<file path="config.mk">
export PLATFORM = sky130hd
export DESIGN_NAME = gpiox_port_bank
export DESIGN_NICKNAME = d
export VERILOG_FILES = /design/src/rtl/gpiox_pkg.sv /design/src/rtl/gpiox_reg_byte.sv /design/src/rtl/gpiox_pin_drive.sv /design/src/rtl/gpiox_read_path.sv /design/src/rtl/gpiox_port_bank.sv
export SDC_FILE = /design/constraint.sdc
export NUM_CORES = 1
export LEC_CHECK = 0
export CAP_MARGIN = 30
export CELL_PAD_IN_SITES_DETAIL_PLACEMENT = 0
export CELL_PAD_IN_SITES_GLOBAL_PLACEMENT = 1
export CORE_MARGIN = 2
export CORE_UTILIZATION = 33
export DETAILED_ROUTE_END_ITERATION = 8
export HOLD_SLACK_MARGIN = 0.15
export PLACE_DENSITY_LB_ADDON = 0.05
export SETUP_SLACK_MARGIN = 0.5
export SLEW_MARGIN = 20
export SYNTH_ARGS = -nofsm -noshare
export SYNTH_HDL_FRONTEND = slang
export SYNTH_SLANG_ARGS = --single-unit
</file>
<file path="constraint.sdc">
create_clock -name clk -period 1.3 [get_ports clk]
set_clock_uncertainty 0.1 [all_clocks]
set_input_delay 0.13 -clock clk [delete_from_list [all_inputs] [get_ports clk]]
set_output_delay 0.13 -clock clk [all_outputs]
set_load 0.02 [all_outputs]
</file>
<file path="src/rtl/gpiox_pkg.sv">
package gpiox_pkg;
   // command indices (bank decode order is behaviour)
   localparam int unsigned IDX_INPUT    = 0;
   localparam int unsigned IDX_OUTPUT   = 1;
   localparam int unsigned IDX_POLARITY = 2;
   localparam int unsigned IDX_DIR      = 3;
   localparam int unsigned IDX_LAST     = 3;

   typedef enum logic [1:0] {
      SEL_INPUT    = 2'd0,
      SEL_OUTPUT   = 2'd1,
      SEL_POLARITY = 2'd2,
      SEL_DIR      = 2'd3
   } bank_sel_e;
endpackage

</file>
<file path="src/rtl/gpiox_reg_byte.sv">
module gpiox_reg_byte #(
   parameter int unsigned      W   = 8,
   parameter logic [W-1:0]     RST = '0
) (
   input  logic         clk,
   input  logic         rst_n,
   input  logic         we,
   input  logic [W-1:0] d,
   output logic [W-1:0] q
);
   initial begin
      assert (W > 0) else $error("gpiox_reg_byte: W must be positive");
   end

   always_ff @(posedge clk) begin
      if (!rst_n)  q <= RST;
      else if (we) q <= d;
   end
endmodule

</file>
<file path="src/rtl/gpiox_pin_drive.sv">
module gpiox_pin_drive #(
   parameter int unsigned NPINS    = 4,
   parameter bit          GATE_OUT = 1'b1
) (
   input  logic [NPINS-1:0] dir_bits,
   input  logic [NPINS-1:0] out_bits,
   output logic [NPINS-1:0] pin_oe,
   output logic [NPINS-1:0] pin_out
);
   initial begin
      assert (NPINS > 0) else $error("gpiox_pin_drive: NPINS must be positive");
   end

   for (genvar i = 0; i < NPINS; i++) begin : g_pin
      assign pin_oe[i] = ~dir_bits[i];
      if (GATE_OUT) begin : g_gated
         assign pin_out[i] = out_bits[i] & ~dir_bits[i];
      end else begin : g_raw
         assign pin_out[i] = out_bits[i];
      end
   end
endmodule

</file>
<file path="src/rtl/gpiox_read_path.sv">
module gpiox_read_path
   import gpiox_pkg::*;
#(
   parameter int unsigned DW    = 8,
   parameter int unsigned NPINS = 4,
   parameter int unsigned IDX_W = 8
) (
   input  logic             clk,
   input  logic             rst_n,
   input  logic             rd_stb,
   input  logic [IDX_W-1:0] cmd,
   input  logic [NPINS-1:0] pin_in,
   input  logic [DW-1:0]    out_q,
   input  logic [DW-1:0]    pol_q,
   input  logic [DW-1:0]    dir_q,
   output logic [DW-1:0]    rd_data
);
   localparam logic [DW-1:0] PAD = '0;

   logic [NPINS-1:0] in_q;
   logic [DW-1:0]    in_view;
   logic [DW-1:0]    sel_val;
   logic             idx_ok;
   bank_sel_e        sel;

   initial begin
      assert (NPINS <= DW) else $error("gpiox_read_path: NPINS exceeds DW");
   end

   // input register: loaded only by a read pulse of index 0
   always_ff @(posedge clk) begin
      if (!rst_n)
         in_q <= '0;
      else if (rd_stb && cmd == IDX_W'(IDX_INPUT))
         in_q <= pin_in;
   end

   always_comb begin
      idx_ok = (cmd <= IDX_W'(IDX_LAST));
      sel    = bank_sel_e'(cmd[1:0]);
      in_view = PAD;
      in_view[NPINS-1:0] = pin_in;
      in_view = in_view ^ pol_q;
      sel_val = '0;
      if (idx_ok) begin
         unique case (sel)
            SEL_INPUT:    sel_val = in_view;
            SEL_OUTPUT:   sel_val = out_q;
            SEL_POLARITY: sel_val = pol_q;
            SEL_DIR:      sel_val = dir_q;
         endcase
      end
   end

   always_ff @(posedge clk) begin
      if (!rst_n)      rd_data <= '0;
      else if (rd_stb) rd_data <= sel_val;
   end

   AST_RD_HOLD: assert property (@(posedge clk) disable iff (!rst_n)
      !rd_stb |=> $stable(rd_data));
   AST_IN_HOLD: assert property (@(posedge clk) disable iff (!rst_n)
      !rd_stb |=> $stable(in_q));
   AST_HIGH_IDX_ZERO: assert property (@(posedge clk) disable iff (!rst_n)
      (rd_stb && cmd > IDX_W'(IDX_LAST)) |=> rd_data == '0);
   AST_INPUT_MASKED: assert property (@(posedge clk) disable iff (!rst_n)
      (rd_stb && cmd == IDX_W'(IDX_INPUT)) |=>
         rd_data[NPINS-1:0] == (in_q ^ $past(pol_q[NPINS-1:0])));
endmodule

</file>
<file path="src/rtl/gpiox_port_bank.sv">
module gpiox_port_bank
   import gpiox_pkg::*;
#(
   parameter int unsigned  DW       = 8,
   parameter int unsigned  NPINS    = 4,
   parameter int unsigned  IDX_W    = 8,
   parameter bit           GATE_OUT = 1'b1,
   parameter logic [DW-1:0] OUT_RST = '1,
   parameter logic [DW-1:0] POL_RST = '0,
   parameter logic [DW-1:0] DIR_RST = '1
) (
   input  logic             clk,
   input  logic             rst_n,
   input  logic [IDX_W-1:0] cmd,
   input  logic             wr_stb,
   input  logic [DW-1:0]    wr_data,
   input  logic             rd_stb,
   output logic [DW-1:0]    rd_data,
   input  logic [NPINS-1:0] pin_in,
   output logic [NPINS-1:0] pin_oe,
   output logic [NPINS-1:0] pin_out
);
   localparam int unsigned NREG = 3;

   logic [NREG-1:0] we_vec;
   logic [DW-1:0]   q_vec [NREG];
   logic [DW-1:0]   out_q, pol_q, dir_q;

   initial begin
      assert (IDX_W >= 2)   else $error("gpiox_port_bank: IDX_W below 2");
      assert (NPINS <= DW)  else $error("gpiox_port_bank: NPINS exceeds DW");
   end

   // write decode: slot k serves command k+1; command 0 has no slot
   localparam logic [DW-1:0] RST_TAB [NREG] = '{OUT_RST, POL_RST, DIR_RST};
   for (genvar k = 0; k < NREG; k++) begin : g_reg
      assign we_vec[k] = wr_stb && (cmd == IDX_W'(k + 1));
      gpiox_reg_byte #(.W(DW), .RST(RST_TAB[k])) reg_i (
         .clk  (clk),
         .rst_n(rst_n),
         .we   (we_vec[k]),
         .d    (wr_data),
         .q    (q_vec[k])
      );
   end

   assign out_q = q_vec[IDX_OUTPUT - 1];
   assign pol_q = q_vec[IDX_POLARITY - 1];
   assign dir_q = q_vec[IDX_DIR - 1];

   gpiox_pin_drive #(.NPINS(NPINS), .GATE_OUT(GATE_OUT)) drive_i (
      .dir_bits(dir_q[NPINS-1:0]),
      .out_bits(out_q[NPINS-1:0]),
      .pin_oe  (pin_oe),
      .pin_out (pin_out)
   );

   gpiox_read_path #(.DW(DW), .NPINS(NPINS), .IDX_W(IDX_W)) rd_i (
      .clk    (clk),
      .rst_n  (rst_n),
      .rd_stb (rd_stb),
      .cmd    (cmd),
      .pin_in (pin_in),
      .out_q  (out_q),
      .pol_q  (pol_q),
      .dir_q  (dir_q),
      .rd_data(rd_data)
   );

   AST_OE_FROM_DIR: assert property (@(posedge clk) disable iff (!rst_n)
      (wr_stb && cmd == IDX_W'(IDX_DIR)) |=>
         pin_oe == ~$past(wr_data[NPINS-1:0]));
   AST_DIR_UPPER_KEPT: assert property (@(posedge clk) disable iff (!rst_n)
      (wr_stb && cmd == IDX_W'(IDX_DIR)) |=> dir_q == $past(wr_data));
   AST_DRIVE_VALUE: assert property (@(posedge clk) disable iff (!rst_n)
      (wr_stb && cmd == IDX_W'(IDX_OUTPUT)) |=>
         (pin_out & pin_oe) == ($past(wr_data[NPINS-1:0]) & pin_oe));
   AST_WR0_IGNORED: assert property (@(posedge clk) disable iff (!rst_n)
      (wr_stb && cmd == IDX_W'(IDX_INPUT)) |=>
         $stable(out_q) && $stable(pol_q) && $stable(dir_q));
   AST_NO_WRITE_STABLE: assert property (@(posedge clk) disable iff (!rst_n)
      !wr_stb |=> $stable(out_q) && $stable(pol_q) && $stable(dir_q));
endmodule

</file>
==> impl_metrics.ini, run 1 <==
[drt]
antenna_left = 0
route.met3.wl_um = 175
wl_met2_mm = 2.46
drc = 0
vias = 1615
highest_layer = met4
wl_per_cell_um = 15.7
first_iter_violations = 59
routed_wl_mm = 4.90
firstDrtPassIters = 4
wl_met1_mm = 2.07
viasPerCell = 5.16

[pwr]
power.leakage_nw = 1.09
p_per_area_mw_per_mm2 = 786
vdd_ir_drop_max_v = 0.000505

[placement]
gp_congestion = 0.801
io_buffers = 39
dp_hpwl_mm = 3.56
dp.cells = 293
dp_slack_ns = -0.519

[synthesis]
synth_area_mm2 = 0.00162
avgSynthCellArea_um2 = 9.24
synth_seq_cells = 32
synth_xor_area_share_pct = 0
synth_fa_ha_area_share_pct = 0
synth-main-ff-cell = dfxtp_1
ys_types = 26
syn_nets = 199
async_flop_share_pct = 0
synth_top_family_by_area = simple AND/OR/NAND/NOR gates
synth-simple-area-share_pct = 27.3
syn_inst = 175
synth_compound_area_share_pct = 14.9
synthMuxAreaShare_pct = 13.0
ys_warn_count = 0
ys_seq_area_share_pct = 39.6
synth_edf_count = 0

[timing]
min_period_over_period_pct = 90.5
tightest_slew_ns = 0.372
fmax_ghz = 0.850
final-setup-viol-count = 0
fin_hold_ws_ns = 0.181
period_minus_slack_ns = 1.18
slew-limit-headroom_pct = 75.1
slew_violations = 0
grt_setup_unrepaired = true
setup_ws_ns = 0.124
setup_tns_ns = 0
hold_viol_final = 0

[floorplan]
num_rows = 25
initial_core_util_pct = 34.2
die_h_um = 74.0
fp.coreArea_mm2 = 0.00472
die_w_um = 74.0
die-area_mm2 = 0.00547
pin_count = 40

[finish]
fin_util_pct = 57.5
mostFrequentLayoutCells = buf_6 (27), buf_4 (27), dfxtp_2 (18), nand4_1 (17), dfxtp_1 (14)
layout.cells.non_filler = 313
fin_nets = 270
antenna_cells = 0
seqCellArea_um2 = 663
drive_gt1_share_pct = 52.8
area_growth_pct = 68.1
nFillCells = 427
multi_input_area_mm2 = 0.00109

[worst_setup_path]
critical_path_arrival_ns = 1.24
worstPathRequired_ns = 1.37
crit_path_max_fanout = 3
cp-start-kind = register
worst_setup_path_end_kind = register
crit_type = reg -> reg

[clocking]
clock_sinks = 32
clockRootBuffer = clkbuf_8
clk_pin_slew_ns = 0.07
insertion_delay_ns = 0.28
numCtsBuffers = 5
cts_max_path_buffers = 2
htreeDepth = 2
cts_tree = yes

[global_route]
grt_first_pass_wirelength_mm = 7.62
grt_max_degree = 12
grt_pass1_vias = 1622
grt-ovfl-total = 0
grt_use_total_pct = 18.7
antenna_found_initial = 0

[worst_hold_path]
min_path_type = in -> reg

[run_status]
run_status = finished clean

[run]
maxCapViolations = 0
## sequential cells by signal, indices dropped and copies added (netlist names)
| register | flops |
|---|---|
| g.reg_i.q | 24 |
| rd_i.rd_data | 8 |
## kinds of logic (layout without fill, tap and decap cells)
logic type | count (synthesis) | after routing
DFF | 32 | 32
AOI/OAI and AO/OA | 36 | 36
and+or+nand+nor | 67 | 67
muxes | 20 | 20
buffers and inverters | 20 | 91
## worst paths after layout
path,startpoint,to,slack [ns],cells past startpoint
worst max-delay path,g_reg[0].reg_i.q[0]$_SDFFE_PN1P_,rd_i.rd_data[0]$_SDFFE_PN0P_,0.12,3
worst min-delay path,rst_n,g_reg[2].reg_i.q[7]$_SDFFE_PN1P_,0.18,3
worst max register to register,g_reg[0].reg_i.q[0]$_SDFFE_PN1P_,rd_i.rd_data[0]$_SDFFE_PN0P_,0.12,3
worst min register to register,g_reg[1].reg_i.q[6]$_SDFFE_PN0P_,g_reg[1].reg_i.q[6]$_SDFFE_PN0P_,0.37,2
## metrics by stage
stage / instance area, um^2 / power (mW)
floorplan: 1650 / 1.12
global placement: 2260 / 1.27
detailed placement: 2260 / 1.28
CTS: 2620 / 2.14
global route: 2720 / 2.22
finish: 2720 / 2.14
## power breakdown
| part | internal [mW] | switching (mW) |
|---|---|---|
| clock network | 0.471 | 0.357 |
| logic | 0.171 | 0.153 |
| registers | 0.982 | 0.00141 |
## what timing repair did
item	in CTS	in global routing
setup endpoints to repair	48	48
gates resized for setup	183	21
cloned	2	0
hold buffers	0	0
endpoints found under the hold margin	0	0
buffers inserted	7	4
pin swaps	21	8
## routing by layer
layer	track usage, %	vias to the layer above
li1	-	797
met1	21.6	760
met5	0	-
met2	31.5	42
met4	11.9	0
met3	3.66	16
## cell type report
| cell class | instances | share of cell area (%) |
|---|---|---|
| Multi-Input combinational cell | 123 | 40.1 |
| Timing Repair inverter | 1 | 0.276 |
| Timing Repair Buffer | 78 | 27.7 |
| Clock buffer | 7 | 3.55 |
| Inverter | 5 | 0.921 |
| Sequential cell | 32 | 24.4 |
| Tap cell | 67 | 3.08 |
## Yosys cell counts (all sizes together) (2+ instances only)
master   n  area share, %
a21oi    8            2.5
a221oi   4            2.2
and3     2           0.77
buf      7            2.2
clkbuf   8            1.9
dfxtp   32             40
inv      5            1.2
mux2     8            5.6
mux2i   12            7.4
nand2b   4            1.5
nand3b   9            4.2
nand4   18            7.9
nor2    13            3.0
nor2b   13            5.0
nor4b    4            2.2
o211ai   4            1.9
o21ai    8            2.5
o31a     4            2.2
o31ai    8            3.7
## worst max-delay path, cell delays in order (launching register included)
cell and delay, ns:
dfxtp_2 0.32, mux2_4 0.28, a221oi_2 0.25, o21ai_1 0.10
(Power assumes the default switching activity.)
==> run 2, diff against run 1 <==
- CORE_UTILIZATION: 33 -> 34
- CTS_BUF_LIST: not set -> sky130_fd_sc_hd__clkbuf_4
==> run 2 against run 1 <==
Sequential share of layout area up 1.5 points. Clock-buffer cell count down 2. Maximum frequency down 2.8%. Hold slack better by 0.049 ns. Utilization down 1.4 points. Global-route usage up 0.74 points. Critical path depth unchanged. Register-to-register slack worse by 0.03 ns. Largest cell class unchanged.
==> impl_metrics.ini, run 2 (synthesis gave the netlist of run 1 again) <==
[worst_setup_path]
r2r-start = g_reg[2].reg_i.q[3]$_SDFFE_PN1P_
r2r_setup_slack_ns = 0.09
r2r_cells = 3
crit_type = reg -> reg
critical_path_arrival_ns = 1.33
worst_setup_path_end_kind = register
worstPathRequired_ns = 1.42
max_stage_delay_ns = 0.37
slowest_stage = dfxtp_4
crit_path_max_fanout = 3
rr_endpoint = rd_i.rd_data[3]$_SDFFE_PN0P_
cp_cell_sequence = mux2_2 > a221oi_2 > o21ai_1
cp-start-kind = register

[global_route]
grt_use_total_pct = 19.4
antenna_found_initial = 0
grt_max_degree = 17
grt_pass1_vias = 1654
grt-ovfl-total = 0
grt_first_pass_wirelength_mm = 7.77

[timing]
final-setup-viol-count = 0
min_period_over_period_pct = 93.1
slew_violations = 0
fmax_ghz = 0.826
slew-limit-headroom_pct = 76.1
grt_setup_unrepaired = true
hold_viol_final = 0
period_minus_slack_ns = 1.21
tightest_slew_ns = 0.353
fin_hold_ws_ns = 0.229

[floorplan]
die_w_um = 73.0
num_rows = 25
pin_count = 40
die-area_mm2 = 0.00532
die_h_um = 73.0
initial_core_util_pct = 34.7
fp.coreArea_mm2 = 0.00466

[worst_hold_path]
worstHoldEndpoint = g_reg[0].reg_i.q[6]$_SDFFE_PN1P_
min_path_type = in -> reg
worstHoldPathCells = 5
hp-start = cmd[5]

[drt]
antenna_left = 0
firstDrtPassIters = 4
wl_per_cell_um = 16.7
viasPerCell = 5.48
routed_wl_mm = 4.94
drc = 0
first_iter_violations = 48
vias = 1622

[clocking]
clk_pin_slew_ns = 0.11
holdBufCountCts = 0
htreeDepth = 2
cts_max_path_buffers = 2
clockRootBuffer = clkbuf_4
clock_sinks = 32
insertion_delay_ns = 0.34
cts_tree = yes
numCtsBuffers = 5

[finish]
final_common_cell = buf_6
drive_gt1_share_pct = 53.3
fin_util_pct = 56.1
largest_register_ffs = 24
area_growth_pct = 61.8
largest-register = g.reg_i.q
fin_nets = 265
mostFrequentLayoutCells = buf_6 (30), buf_4 (23), dfxtp_2 (18), nand4_1 (17), clkdlybuf4s50_1 (13)
antenna_cells = 0
reg_top3 = g.reg_i.q (24), rd_i.rd_data (8)

[pwr]
total_power_mw = 1.82
comb_power_share_pct = 17.0
p_int_mw = 1.33
clkPwrFrac_pct = 29.5
power.leakage_nw = 1.05
vdd_ir_drop_max_v = 0.000622
p_switching_mw = 0.490
pwr-share-seq_pct = 53.5
p_per_area_mw_per_mm2 = 696
sw_frac_of_total_pct = 26.9

[placement]
gp_congestion = 0.782
io_buffers = 39
dp_hpwl_mm = 3.65

[run]
maxCapViolations = 0

[run_status]
run_status = finished clean
run 2: changes by cell type in the layout (fill, tap and decap cells not counted), sizes merged:
| cell | before | now |
|---|---|---|
| clkinvlp | 2 | 0 |
| clkinv | 0 | 3 |
| inv | 4 | 5 |
| dlygate4sd2 | 1 | 3 |
| clkdlybuf4s15 | 4 | 1 |
| buf | 59 | 57 |
| clkbuf | 8 | 5 |
run 2: final cells by class:
type | count | area [um^2]
fill | 410 | 2040
multi-input combinational | 123 | 1080
timing repair buffer | 74 | 713
sequential | 32 | 678
tap | 54 | 67.6
clock buffer | 5 | 37.5
inverter | 5 | 21.3
clock inverter | 3 | 13.8
run 2: timing repair:
action,CTS,global route
resized for setup,190,20
pin swaps,19,7
buffers inserted,6,3
endpoints found under the setup margin,48,48
gates cloned,1,0
run 2: metal layers:
layer  global-route usage [%]  routed length, um  vias up
met5                        0                  0        -
met4                     8.02                125        0
met3                     4.56                170        9
met2                     34.8               2680       36
met1                     22.0               1970      788
li1                         -                  -      789
run 2: how the worst max path moves through the flow:
stage	from	endpoint	slack (ns)
2_1_floorplan	cmd[4]	g_reg[1].reg_i.q[0]$_SDFFE_PN0P_	0.01
6_report	g_reg[2].reg_i.q[3]$_SDFFE_PN1P_	rd_i.rd_data[3]$_SDFFE_PN0P_	0.09
4_1_cts	g_reg[0].reg_i.q[1]$_SDFFE_PN1P_	pin_out[1]	0.07
3_3_place_gp	cmd[1]	rd_i.rd_data[4]$_SDFFE_PN0P_	-0.46
5_1_grt	g_reg[0].reg_i.q[1]$_SDFFE_PN1P_	pin_out[1]	0.05
3_5_place_dp	cmd[4]	g_reg[1].reg_i.q[3]$_SDFFE_PN0P_	-0.49
run 2: power groups by stage:
| stage | registers (mW) | clock network, mW | logic (mW) |
|---|---|---|---|
| floorplan | 1.01 | 0 | 0.110 |
| global placement | 1.01 | 0 | 0.259 |
| detailed placement | 1.01 | 0 | 0.265 |
| CTS | 0.974 | 0.565 | 0.300 |
| global route | 0.975 | 0.606 | 0.330 |
| finish | 0.974 | 0.537 | 0.310 |
run 2: worst max-delay path: cells and delay by family (launching register included):
family	cells	cell delay (ns)
flops	1	0.37
compound gates	2	0.36
mux	1	0.27
run 2: per-stage QoR:
step / setup TNS [ns] / cell area, um^2 / cells / setup slack (ns)
floorplan: 0 / 1650 / 175 / 0.0105
global route: 0 / 2620 / 296 / 0.0533
CTS: 0 / 2510 / 293 / 0.0742
global placement: -13.54 / 2230 / 278 / -0.461
finish: 0 / 2620 / 296 / 0.0898
detailed placement: -14.12 / 2230 / 278 / -0.494
==> run 3, diff against run 2 <==
- GPL_TIMING_DRIVEN: not set -> 0
==> run 3 against run 2 <==
Clock power fell by 9.9%. Clock-buffer cell count did not move. Hold slack worse by 0.15 ns. Utilization rose by 2.7 points. Final cell count rose by 0.68%. Sequential power up 0.4%. Critical endpoint is now rd_i.rd_data[2]$_SDFFE_PN0P_. Largest cell class unchanged.
==> impl_metrics.ini, run 3 (synthesis gave the netlist of run 1 again) <==
[floorplan]
fp.coreArea_mm2 = 0.00466
num_rows = 25
die-area_mm2 = 0.00532
die_h_um = 73.0
die_w_um = 73.0
initial_core_util_pct = 34.7
pin_count = 40

[pwr]
clkPwrFrac_pct = 26.6
p_switching_mw = 0.471
sw_frac_of_total_pct = 25.9
comb_power_share_pct = 19.5
pwr-share-seq_pct = 53.8
p_int_mw = 1.35
vdd_ir_drop_max_v = 0.000402
p_per_area_mw_per_mm2 = 662
power.leakage_nw = 1.12

[clocking]
cts_tree = yes
htreeDepth = 2
cts_max_path_buffers = 2
insertion_delay_ns = 0.33
clk_pin_slew_ns = 0.10
clockRootBuffer = clkbuf_4
numCtsBuffers = 5
clock_sinks = 32

[timing]
slew-limit-headroom_pct = 65.3
tightest_slew_ns = 0.520
fin_hold_ws_ns = 0.0767
fmax_ghz = 0.822
period_minus_slack_ns = 1.22
min_period_over_period_pct = 93.5
hold_viol_final = 0
slew_violations = 0
grt_setup_unrepaired = true
final-setup-viol-count = 0

[worst_setup_path]
r2r-start = g_reg[2].reg_i.q[2]$_SDFFE_PN1P_
r2r_setup_slack_ns = 0.08
worstPathRequired_ns = 1.41
rr_endpoint = rd_i.rd_data[2]$_SDFFE_PN0P_
worst_setup_path_end_kind = register
critical_path_arrival_ns = 1.33
r2r_cells = 3
crit_type = reg -> reg
crit_path_max_fanout = 3
cp-start-kind = register

[drt]
vias = 1679
wl_per_cell_um = 17.2
drc = 0
firstDrtPassIters = 4
first_iter_violations = 50
viasPerCell = 5.63
antenna_left = 0
routed_wl_mm = 5.13

[run]
maxCapViolations = 0

[placement]
io_buffers = 38
dp_hpwl_mm = 3.40
placed_area_mm2 = 0.00210
gp_congestion = 0.793

[global_route]
grt_pass1_vias = 1742
antenna_found_initial = 0
grt-ovfl-total = 0
grt_first_pass_wirelength_mm = 8.12
grt_max_degree = 11
grt_use_total_pct = 20.3

[finish]
design_area_mm2 = 0.00274
largest_register_ffs = 24
drive_gt1_share_pct = 52.9
largest-register = g.reg_i.q
fin_nets = 270
nFillCells = 393
reg_top3 = g.reg_i.q (24), rd_i.rd_data (8)
final_common_cell = buf_6
mostFrequentLayoutCells = buf_6 (27), buf_4 (21), dfxtp_2 (19), nand4_1 (17)
antenna_cells = 0
area_growth_pct = 69.7

[worst_hold_path]
worstHoldPathCells = 3
min_path_type = in -> reg
worstHoldEndpoint = rd_i.rd_data[5]$_SDFFE_PN0P_
hp-start = rst_n

[run_status]
run_status = finished clean
run 3: timing repair:
action	4_1_cts	5_1_grt
cloned	2	0
buffers inserted	20	4
setup endpoints to repair	48	48
hold endpoints to repair	10	10
gates resized for setup	212	30
pin swaps	25	12
run 3: power groups by stage:
stage               registers (mW)  clock network, mW  logic (mW)
floorplan                     1.01                  0       0.110
global placement              1.00                  0       0.228
detailed placement            1.01                  0       0.234
CTS                          0.982              0.500       0.335
global route                 0.978              0.541       0.375
finish                       0.978              0.484       0.355
run 3: cell type report:
| type | count | area, um^2 | share of cell area, % |
|---|---|---|---|
| inverters | 5 | 21.3 | 0.775 |
| flip-flops and latches | 32 | 672 | 24.5 |
| well taps | 54 | 67.6 | 2.46 |
| repair buffers | 64 | 647 | 23.6 |
| multi-input cells | 123 | 1130 | 41.1 |
| plain buffers | 15 | 170 | 6.20 |
| clock buffers | 5 | 37.5 | 1.37 |
run 3: how the worst max path moves through the flow:
stage | slack [ns] | endpoint | from | cells after the start
floorplan | 0.01 | g_reg[1].reg_i.q[0]$_SDFFE_PN0P_ | cmd[4] | 4
global placement | -0.74 | rd_i.rd_data[0]$_SDFFE_PN0P_ | cmd[2] | 4
detailed placement | -0.81 | rd_i.rd_data[0]$_SDFFE_PN0P_ | cmd[2] | 4
CTS | 0.11 | pin_out[2] | g_reg[0].reg_i.q[2]$_SDFFE_PN1P_ | 2
global route | 0.06 | rd_i.rd_data[2]$_SDFFE_PN0P_ | g_reg[2].reg_i.q[2]$_SDFFE_PN1P_ | 3
finish | 0.08 | rd_i.rd_data[2]$_SDFFE_PN0P_ | g_reg[2].reg_i.q[2]$_SDFFE_PN1P_ | 3
run 3: worst max-delay path, cell delays in order (launching register included):
cell      delay (ns)
dfxtp_4         0.37
mux2_4          0.27
a221oi_4        0.28
o21ai_1         0.08
run 3: through the flow:
stage	power, mW	cells	utilization [%]	TNS (ns)	setup WS (ns)
after floorplan	1.12	175	-	0	0.0105
after global placement	1.23	267	45.0	-21.39	-0.738
after detailed placement	1.24	267	45.0	-23.20	-0.814
after CTS	1.82	294	56.5	0	0.114
after global routing	1.89	298	58.9	0	0.0555
final	1.82	298	58.9	0	0.0839
run 3: per-layer routing:
metal | GRT usage [%] | wire length, um | up-vias
met2 | 34.5 | 2720 | 45
met3 | 5.11 | 236 | 7
met4 | 9.26 | 63 | 0
met1 | 23.9 | 2110 | 824
li1 | - | - | 803
met5 | 0 | 0 | -
